`config.mk`:
```
export PLATFORM = sky130hd
export DESIGN_NAME = gbm_bridge
export DESIGN_NICKNAME = d
export VERILOG_FILES = /design/src/rtl/gbm_pkg.sv /design/src/rtl/gbm_timing_regs.sv /design/src/rtl/gbm_mbx_regs.sv /design/src/rtl/gbm_xfer_fsm.sv /design/src/rtl/gbm_bridge.sv
export SDC_FILE = /design/constraint.sdc
export NUM_CORES = 1
export LEC_CHECK = 0
export ABC_CLOCK_PERIOD_IN_PS = 2400
export BUFFER_PORTS_ARGS = -buffer_cell sky130_fd_sc_hd__buf_2
export CORE_MARGIN = 8
export CORE_UTILIZATION = 25
export DETAILED_ROUTE_END_ITERATION = 10
export GPL_TIMING_DRIVEN = 0
export PLACE_DENSITY = 0.45
export SYNTH_ARGS = -nofsm -noshare
export SYNTH_HDL_FRONTEND = slang
export SYNTH_SLANG_ARGS = --single-unit
```
`constraint.sdc`:
```
create_clock -name clk_i -period 2.4 [get_ports clk_i]
set_clock_uncertainty 0.1 [all_clocks]
set_input_delay 0.12 -clock clk_i [delete_from_list [all_inputs] [get_ports clk_i]]
set_output_delay 0.12 -clock clk_i [all_outputs]
set_load 0.005 [all_outputs]
```
`src/rtl/gbm_pkg.sv`:
```
package gbm_pkg;
  localparam int unsigned HOST_AW    = 2;
  localparam int unsigned GID_W      = 3;
  localparam int unsigned GREG_W     = 3;
  localparam int unsigned GDATA_W    = 8;
  localparam int unsigned TIME_W     = 4;
  localparam int unsigned MAX_GUESTS = 8;

  localparam int unsigned MBX_PEND_BIT = 25;
  localparam int unsigned MBX_TO_BIT   = 24;
  localparam int unsigned MBX_DIR_BIT  = 23;
  localparam int unsigned MBX_GID_LSB  = 20;
  localparam int unsigned MBX_GREG_LSB = 16;

  localparam logic [HOST_AW-1:0] ADDR_MBOX  = 2'd0;
  localparam logic [HOST_AW-1:0] ADDR_TBANK0 = 2'd1;
  localparam logic [HOST_AW-1:0] ADDR_TBANK1 = 2'd2;

  typedef enum logic {
    XF_IDLE = 1'b0,
    XF_BUSY = 1'b1
  } xf_state_e;

  typedef struct packed {
    logic              dir;
    logic [GID_W-1:0]  gid;
    logic [GREG_W-1:0] greg;
    logic [GDATA_W-1:0] data;
  } mbx_fields_t;
endpackage

```
`src/rtl/gbm_timing_regs.sv`:
```
module gbm_timing_regs
  import gbm_pkg::*;
#(
  parameter int unsigned NUM_GUESTS = 8
) (
  input  logic        clk_i,
  input  logic        rst_ni,
  input  logic        wr_bank0_i,
  input  logic        wr_bank1_i,
  input  logic [1:0]  be_i,
  input  logic [15:0] wdata_i,
  output logic [15:0] bank0_o,
  output logic [15:0] bank1_o
);
  localparam int unsigned PER_BANK = 4;

  logic [TIME_W-1:0] fld [MAX_GUESTS];

  for (genvar g = 0; g < MAX_GUESTS; g++) begin : g_fld
    localparam int unsigned BANK = g / PER_BANK;
    localparam int unsigned SLOT = g % PER_BANK;
    localparam int unsigned LANE = SLOT / 2;
    if (g < NUM_GUESTS) begin : g_impl
      logic wr_w;
      assign wr_w = (BANK == 0) ? wr_bank0_i : wr_bank1_i;
      always_ff @(posedge clk_i or negedge rst_ni) begin
        if (!rst_ni) fld[g] <= '0;
        else if (wr_w && be_i[LANE]) fld[g] <= wdata_i[SLOT*TIME_W +: TIME_W];
      end
    end else begin : g_tie
      assign fld[g] = '0;
    end
  end

  assign bank0_o = {fld[3], fld[2], fld[1], fld[0]};
  assign bank1_o = {fld[7], fld[6], fld[5], fld[4]};
endmodule

```
`src/rtl/gbm_mbx_regs.sv`:
```
module gbm_mbx_regs
  import gbm_pkg::*;
(
  input  logic               clk_i,
  input  logic               rst_ni,
  input  logic               wr_i,
  input  logic [31:0]        wdata_i,
  input  logic               pending_i,
  input  logic               done_ack_i,
  input  logic               done_to_i,
  input  logic [GDATA_W-1:0] gb_rdata_i,
  output logic               start_o,
  output mbx_fields_t        fields_o,
  output logic               timeout_o,
  output logic [GDATA_W-1:0] rbyte_o
);
  mbx_fields_t fields_q;
  logic        to_q;
  logic [GDATA_W-1:0] rbyte_q;

  // writes during an open transfer are dropped whole
  assign start_o = wr_i && !pending_i;

  always_ff @(posedge clk_i or negedge rst_ni) begin
    if (!rst_ni) begin
      fields_q <= '{dir: 1'b1, gid: '0, greg: '0, data: '0};
      to_q     <= 1'b0;
      rbyte_q  <= '0;
    end else begin
      if (start_o) begin
        fields_q.dir  <= wdata_i[MBX_DIR_BIT];
        fields_q.gid  <= wdata_i[MBX_GID_LSB +: GID_W];
        fields_q.greg <= wdata_i[MBX_GREG_LSB +: GREG_W];
        fields_q.data <= wdata_i[GDATA_W-1:0];
        if (wdata_i[MBX_TO_BIT]) to_q <= 1'b0;
      end
      if (done_to_i) to_q <= 1'b1;
      if (done_ack_i && !fields_q.dir) rbyte_q <= gb_rdata_i;
    end
  end

  assign fields_o  = fields_q;
  assign timeout_o = to_q;
  assign rbyte_o   = rbyte_q;
endmodule

```
`src/rtl/gbm_xfer_fsm.sv`:
```
module gbm_xfer_fsm
  import gbm_pkg::*;
#(
  parameter int unsigned     NUM_GUESTS    = 8,
  parameter int unsigned     TIMEOUT_CYC   = 64,
  parameter logic [7:0]      GUEST_PRESENT = 8'h03
) (
  input  logic             clk_i,
  input  logic             rst_ni,
  input  logic             start_i,
  input  logic [GID_W-1:0] gid_i,
  input  logic             ack_i,
  output logic             pending_o,
  output logic             stb_o,
  output logic             done_ack_o,
  output logic             done_to_o
);
  localparam int unsigned CNT_W = $clog2(TIMEOUT_CYC + 1);
  localparam logic [CNT_W-1:0] CNT_LAST = CNT_W'(TIMEOUT_CYC - 1);

  xf_state_e        state_q;
  logic [CNT_W-1:0] cnt_q;
  logic             present_w;
  logic             busy_w;

  assign present_w  = (32'(gid_i) < NUM_GUESTS) && GUEST_PRESENT[gid_i];
  assign busy_w     = (state_q == XF_BUSY);
  assign stb_o      = busy_w && present_w;
  assign done_ack_o = stb_o && ack_i;
  // an unpopulated slot gives up at once; a silent guest after the window
  assign done_to_o  = busy_w && (!present_w || (!ack_i && cnt_q == CNT_LAST));
  assign pending_o  = busy_w;

  always_ff @(posedge clk_i or negedge rst_ni) begin
    if (!rst_ni) begin
      state_q <= XF_IDLE;
      cnt_q   <= '0;
    end else begin
      unique case (state_q)
        XF_IDLE: if (start_i) begin
          state_q <= XF_BUSY;
          cnt_q   <= '0;
        end
        XF_BUSY: if (done_ack_o || done_to_o) begin
          state_q <= XF_IDLE;
          cnt_q   <= '0;
        end else begin
          cnt_q <= cnt_q + 1'b1;
        end
        default: state_q <= XF_IDLE;
      endcase
    end
  end
endmodule

```
`src/rtl/gbm_bridge.sv`:
```
module gbm_bridge
  import gbm_pkg::*;
#(
  parameter int unsigned NUM_GUESTS    = 8,
  parameter int unsigned TIMEOUT_CYC   = 64,
  parameter logic [7:0]  GUEST_PRESENT = 8'h03
) (
  input  logic         clk_i,
  input  logic         rst_ni,
  input  logic         host_req_i,
  input  logic         host_we_i,
  input  logic [1:0]   host_addr_i,
  input  logic [3:0]   host_be_i,
  input  logic [31:0]  host_wdata_i,
  output logic [31:0]  host_rdata_o,
  output logic         gb_stb_o,
  output logic         gb_we_o,
  output logic [2:0]   gb_sel_o,
  output logic [2:0]   gb_reg_o,
  output logic [7:0]   gb_wdata_o,
  input  logic [7:0]   gb_rdata_i,
  input  logic         gb_ack_i
);
  logic        wr_w;
  logic        mbx_wr_w;
  logic        start_w;
  logic        pending_w;
  logic        timeout_w;
  logic        done_ack_w;
  logic        done_to_w;
  mbx_fields_t fields_w;
  logic [7:0]  rbyte_w;
  logic [15:0] bank0_w;
  logic [15:0] bank1_w;
  logic [31:0] mbx_word_w;
  logic        unused_be_w;

  assign unused_be_w = ^host_be_i[3:2];
  assign wr_w     = host_req_i && host_we_i;
  assign mbx_wr_w = wr_w && (host_addr_i == ADDR_MBOX);

  gbm_mbx_regs u_mbx (
    .clk_i      (clk_i),
    .rst_ni     (rst_ni),
    .wr_i       (mbx_wr_w),
    .wdata_i    (host_wdata_i),
    .pending_i  (pending_w),
    .done_ack_i (done_ack_w),
    .done_to_i  (done_to_w),
    .gb_rdata_i (gb_rdata_i),
    .start_o    (start_w),
    .fields_o   (fields_w),
    .timeout_o  (timeout_w),
    .rbyte_o    (rbyte_w)
  );

  gbm_xfer_fsm #(
    .NUM_GUESTS    (NUM_GUESTS),
    .TIMEOUT_CYC   (TIMEOUT_CYC),
    .GUEST_PRESENT (GUEST_PRESENT)
  ) u_fsm (
    .clk_i      (clk_i),
    .rst_ni     (rst_ni),
    .start_i    (start_w),
    .gid_i      (fields_w.gid),
    .ack_i      (gb_ack_i),
    .pending_o  (pending_w),
    .stb_o      (gb_stb_o),
    .done_ack_o (done_ack_w),
    .done_to_o  (done_to_w)
  );

  gbm_timing_regs #(
    .NUM_GUESTS (NUM_GUESTS)
  ) u_time (
    .clk_i      (clk_i),
    .rst_ni     (rst_ni),
    .wr_bank0_i (wr_w && (host_addr_i == ADDR_TBANK0)),
    .wr_bank1_i (wr_w && (host_addr_i == ADDR_TBANK1)),
    .be_i       (host_be_i[1:0]),
    .wdata_i    (host_wdata_i[15:0]),
    .bank0_o    (bank0_w),
    .bank1_o    (bank1_w)
  );

  always_comb begin
    mbx_word_w = '0;
    mbx_word_w[MBX_PEND_BIT] = pending_w;
    mbx_word_w[MBX_TO_BIT]   = timeout_w;
    mbx_word_w[MBX_DIR_BIT]  = fields_w.dir;
    mbx_word_w[MBX_GID_LSB  +: GID_W]  = fields_w.gid;
    mbx_word_w[MBX_GREG_LSB +: GREG_W] = fields_w.greg;
    mbx_word_w[GDATA_W-1:0] = rbyte_w;
  end

  always_comb begin
    unique case (host_addr_i)
      ADDR_MBOX:   host_rdata_o = mbx_word_w;
      ADDR_TBANK0: host_rdata_o = {16'h0000, bank0_w};
      ADDR_TBANK1: host_rdata_o = {16'h0000, bank1_w};
      default:     host_rdata_o = '0;
    endcase
  end

  assign gb_we_o    = fields_w.dir;
  assign gb_sel_o   = fields_w.gid;
  assign gb_reg_o   = fields_w.greg;
  assign gb_wdata_o = fields_w.data;
endmodule

```
==> metrics.txt, run 1 <==
status=completed; final net count=407; # diodes=0; total CTS buffers=9; Synth Area in Adders=0.429%; drt via density=4.35; share of cells above drive strength 1=48.3%; Worst-Skew Late Latency=0.32 ns; Placed Area=0.00353 mm2; IO buf count=81; Yosys reg bits=64; # IOs=99; commonest cells after routing, fill and taps aside=buf_2, dfrtp_1, mux2_2; utilization after layout=36.3%; Hold-fix buffers, CTS=33; Root Driver=clkbuf_16; GPL Wtd Cong=0.715; post-synthesis mux area share=24.7%; clk slew on worst S/H paths=0.06 ns; final setup violation count=0; fill count=1,167; Switching Share=24.7%; post-route ant nets=0; CTS tree=done; largest family of logic cells by synthesized area=multiplexers; clk sinks=64; hpwl dp=5310 um; Max-slew headroom=24.6%; DRC=0; Seq/Total Area, Yosys=55.0%; Clock Tree Buf Depth=2; hold slack final=0.0932 ns; H-tree Lvls=3; Synth Area in Compound Gates=7.55%; Post-Syn Instances=224; Mapped Area=0.00292 mm2; Net Sw Power=0.824 mW; Sequential Power Share=44.0%; internal power=2.51 mW; wire length per cell=15.0 um; area growth from synthesis to layout=42.2%; Synth area leader=dfrtp_1; final worst path period share=86.4%; power share of the clock group=37.5%; Hold Vio Cnt, Final=0; Yosys warnings=0; core outline area=0.0114 mm2; overall routing resource usage=10.4%; 1st-pass router iterations=4; asr flop ratio synth=100%; grt ovf=0; Cell Rows=39; Synth Area in XOR/XNOR=0%; Synth Flop Type=dfrtp_1; DRC marker count from the first detailed-route iteration=71; Max-Cap Viols=0; post-CTS sizing=0; Slew Limit Fails=0; post-layout min period=2.07 ns; Post-synth EDFFs=0; Req. time, crit path=2.50 ns; setup_tns=0 ns; power per cell area=805 mW/mm2; post-CTS setup buffer count=0; Die Ht=124 um; Netlist cell types=36; top post-synthesis cells by area=dfrtp_1, mux2_2, mux2i_1; RSZ-0062 raised after global routing=false; most common cell after layout, fill and taps aside=buf_2; initial core utilization=25.5%; WL final=7520 um; crit path DAT=2.18 ns; worst slew pin tran=1.12 ns; Die X=124 um; die area=0.0154 mm2; CP Launch Type=flop; Peak Freq=482 MHz; Synth Area in Simple Gates=9.14%; Syn Area/Cell=13.0 um2; number of global-route vias before repair=2,381; cell area after layout=0.00415 mm2; combinational share of power=18.5%; largest net degree at the start of global routing=65; initial antenna violation count=0; first-pass GRT wire length=12,100 um; Crit. End Element=flop; Crit Path Max Fanout=8; Hold Path Class=input port to flop; area fraction of the dominant cell type after synthesis=54.1%; critical path class=flop to flop; VDD IR max=0.367 mV; via count=2,186; leakage=1.96 nW
[worst paths after layout]
kind / cells past startpoint / start / slack [ns] / endpoint
max in group asynchronous: 2 / rst_ni / 1.34 / u_time.bank1_o[9]$_DFFE_PN0P_
hold / removal: 3 / gb_ack_i / 0.09 / u_fsm.cnt_q[2]$_DFFE_PN0P_
min in group asynchronous: 2 / rst_ni / 0.33 / u_mbx.rbyte_o[5]$_DFFE_PN0P_
setup / recovery: 2 / u_mbx.fields_o[13]$_DFFE_PN0P_ / 0.33 / u_mbx.rbyte_o[0]$_DFFE_PN0P_
setup reg to reg: 2 / u_mbx.fields_o[13]$_DFFE_PN0P_ / 0.33 / u_mbx.rbyte_o[0]$_DFFE_PN0P_
hold reg to reg: 1 / u_mbx.timeout_o$_DFFE_PN0P_ / 0.39 / u_mbx.timeout_o$_DFFE_PN0P_
[cell families after synthesis]
family	Yosys count
flip-flops	64
buffers and inverters	16
adder cells (fa/ha/maj)	1
multiplexers	65
AND/OR/NAND/NOR	46
other	1
AO/OA/AOI/OAI	31
[power groups by stage]
stage               clock network, mW  logic, mW  registers, mW
floorplan                           0      0.345           1.46
global placement                    0      0.584           1.48
detailed placement                  0      0.593           1.49
CTS                              1.31      0.636           1.47
global route                     1.36      0.695           1.50
finish                           1.25      0.617           1.47
[cells in the mapped netlist, types with 2 or more instances]
cell,instances
nand2_1,11
clkbuf_1,4
buf_2,3
nand2b_1,3
mux2i_1,9
a21oi_1,6
nor2b_1,2
and2_1,8
mux2_2,56
a22o_1,9
o21ai_0,10
nand3_1,5
buf_4,7
dfrtp_1,63
nor2_1,4
nor2_2,4
[state kept, by name, indices dropped and copies added, names as in the netlist]
| register | flops |
|---|---|
| u_time.bank0_o | 16 |
| u_time.bank1_o | 16 |
| u_mbx.fields_o | 15 |
| u_mbx.rbyte_o | 8 |
| u_fsm.cnt_q | 7 |
| u_fsm.pending_o | 1 |
| u_mbx.timeout_o | 1 |
[stage by stage]
stage	setup slack [ns]	power (mW)	std cells
finish	0.326	3.34	503
global route	0.170	3.56	503
floorplan	0.735	1.81	230
detailed placement	0.262	2.08	454
CTS	0.253	3.42	503
global placement	0.265	2.06	454
[per-layer routing]
metal | share of wire, % | wire length (um) | track usage, %
met4 | 1.1 | 84 | 3.57
met1 | 43 | 3270 | 12.3
met3 | 5.4 | 409 | 3.13
met2 | 50 | 3760 | 17.5
met5 | 0 | 0 | 0
[critical path, stage by stage, from the launching register on]
cell and delay (ns):
dfrtp_1 0.46, nor4_2 0.97, mux2_2 0.42
[cell type report]
class	instances	area [um2]	share of cell area [%]
buffer	15	86.3	2.08
clock buffer	10	229	5.52
clock inverter	6	61.3	1.48
inverter	1	3.75	0.0905
multi-input combinational	150	1250	30.1
sequential	64	1600	38.7
tap	143	179	4.32
timing repair buffer	114	738	17.8
(Power assumes the default switching activity.)
==> run 2: changes to the inputs <==
--- a/config.mk
+++ b/config.mk
@@ -7,6 +7,7 @@
 export LEC_CHECK = 0
 export ABC_CLOCK_PERIOD_IN_PS = 2400
 export BUFFER_PORTS_ARGS = -buffer_cell sky130_fd_sc_hd__buf_2
+export CORE_ASPECT_RATIO = 0.6
 export CORE_MARGIN = 8
 export CORE_UTILIZATION = 25
 export DETAILED_ROUTE_END_ITERATION = 10
==> metrics.txt, run 2 (synthesis results as in run 1) <==
final net count=407 (unchanged); Critical path destination=u_mbx.rbyte_o[0]$_DFFE_PN0P_; post-CTS setup buffer count=0 (unchanged); CP startpoint=u_mbx.fields_o[13]$_DFFE_PN0P_; core outline area=0.0113 mm2 (-0.72%); clk slew on worst S/H paths=0.05 ns (about the same); first-pass GRT wire length=13,000 um (+6.8%); CTS tree=done; Slew Limit Fails=0 (unchanged); # IOs=99 (unchanged); Peak Freq=517 MHz (+7.2%); register area=0.00160 mm2 (unchanged); dpl ws=0.465 ns (+0.203 ns); Crit Path Max Fanout=8 (unchanged); power share of the clock group=35.8% (-1.7 points); power per cell area=787 mW/mm2 (-2.2%); setup_tns=0 ns (unchanged); DRC=0 (unchanged); leakage=1.96 nW (-0.35%); critical path class=flop to flop; initial antenna violation count=0 (unchanged); Die X=155 um (+25%); fill count=1,167 (unchanged); Clock Tree Buf Depth=2 (unchanged); Hold Vio Cnt, Final=0 (unchanged); most common cell after layout, fill and taps aside=buf_2; Req. time, crit path=2.50 ns (about the same); Sequential Power Share=45.1% (+1.1 points); area growth from synthesis to layout=42.6%; Die Ht=99.7 um (-20%); Worst R2R End=u_mbx.rbyte_o[0]$_DFFE_PN0P_; setup ws final=0.466 ns (+0.139 ns); status=completed; overall routing resource usage=10.8% (+0.48 points); commonest cells after routing, fill and taps aside=buf_2, dfrtp_1, mux2_2; # diodes=0 (unchanged); clk sinks=64 (unchanged); RSZ-0062 raised after global routing=false; Max-slew headroom=38.5% (+14 points); final setup violation count=0 (unchanged); Cell Rows=30 (-23%); Hold Path Class=input port to flop; crit path DAT=2.03 ns (-0.15 ns); 1st-pass router iterations=3 (-1); worst slew pin tran=0.916 ns (-0.205 ns); drt via density=4.21 (-3.2%); largest net degree at the start of global routing=65 (unchanged); Root Driver=clkbuf_16; Max-Cap Viols=0 (unchanged); H-tree Lvls=3 (unchanged); share of cells above drive strength 1=47.5% (-0.83 points); die area=0.0155 mm2 (+0.74%); post-route ant nets=0 (unchanged); combinational share of power=19.1% (+0.6 points); total CTS buffers=9 (unchanged); Switching Share=24.5% (-0.14 points); grt ovf=0 (unchanged); initial core utilization=25.7% (+0.19 points); internal power=2.47 mW (-1.7%); GPL Wtd Cong=0.716 (about the same); Reg2Reg Depth=2 (unchanged); WL final=7910 um (+5.1%); wire length per cell=15.2 um (+1.7%); post-CTS sizing=0 (unchanged); IO buf count=81 (unchanged); VDD IR max=0.355 mV (-3.2%); via count=2,187 (+0.046%); Net Sw Power=0.804 mW (-2.5%); utilization after layout=36.7% (+0.37 points); area of the multi-input gates=0.00125 mm2 (+0.70%); number of global-route vias before repair=2,441 (+2.5%); reg2reg setup slack=0.47 ns (+0.14 ns); CP Launch Type=flop; RR Startpoint=u_mbx.fields_o[13]$_DFFE_PN0P_; cell area after layout=0.00416 mm2 (+0.30%); DRC marker count from the first detailed-route iteration=32 (-55%); Worst-Skew Late Latency=0.32 ns (about the same); Placed Area=0.00356 mm2 (+0.85%); post-layout min period=1.93 ns (-0.139 ns); hold slack final=0.0852 ns (-0.00797 ns); Crit. End Element=flop; final worst path period share=80.6% (-5.8 points)
[run 2: cell count changes in the layout (fill, tap and decap cells not counted), sizes merged]
cell / before / now
clkinvlp: 1 / 0
clkinv: 4 / 1
clkbuf: 14 / 19
bufinv: 1 / 0
[run 2: power by group through the flow]
stage          Sequential, mW  Combinational (mW)  Clock [mW]
6_report                 1.48               0.626        1.17
5_1_grt                  1.51               0.705        1.28
4_1_cts                  1.48               0.643        1.23
3_5_place_dp             1.50               0.599           0
3_3_place_gp             1.48               0.590           0
2_1_floorplan            1.46               0.345           0
[run 2: routing by layer]
layer / part of all wire [%] / global-route usage, % / wire length [um] / vias to the layer above
met5: 0 / 0 / 0 / -
met4: 0.71 / 2.89 / 56 / 0
met3: 6.8 / 4.76 / 541 / 6
met2: 43 / 16.5 / 3410 / 56
met1: 49 / 13.7 / 3900 / 1069
li1: - / - / - / 1056
[run 2: timing repair]
action,4_1_cts,5_1_grt
hold buffers,33,0
hold endpoints to repair,119,0
endpoints found under the setup margin,0,0
[run 2: area by class of cell]
class / count / area share (%)
Multi-Input combinational cell: 150 / 30.2
Tap cell: 160 / 4.81
Clock inverter: 1 / 0.120
Clock buffer: 15 / 6.44
Sequential cell: 64 / 38.5
Timing Repair Buffer: 114 / 17.7
Buffer: 15 / 2.08
Inverter: 1 / 0.0903
[run 2: per-stage QoR]
step | cells | power [mW]
after floorplan | 230 | 1.81
after global placement | 471 | 2.07
after detailed placement | 471 | 2.10
after CTS | 520 | 3.35
after global routing | 520 | 3.50
final | 520 | 3.27
[run 2: worst min path at each step]
stage	startpoint	to	slack, ns	depth (start not counted)
2_1_floorplan	rst_ni	u_fsm.cnt_q[0]$_DFFE_PN0P_	-0.28	0
3_3_place_gp	host_wdata_i[18]	u_mbx.fields_o[10]$_DFFE_PN0P_	0.25	2
3_5_place_dp	rst_ni	u_mbx.fields_o[10]$_DFFE_PN0P_	0.19	1
4_1_cts	gb_ack_i	u_fsm.cnt_q[2]$_DFFE_PN0P_	0.07	3
5_1_grt	gb_ack_i	u_fsm.cnt_q[2]$_DFFE_PN0P_	0.09	3
6_report	gb_ack_i	u_fsm.cnt_q[2]$_DFFE_PN0P_	0.09	3
[run 2: critical path, cell delays in order, from the launching register on]
cell,delay [ns]
dfrtp_1,0.46
nor4_4,0.83
mux2_2,0.41
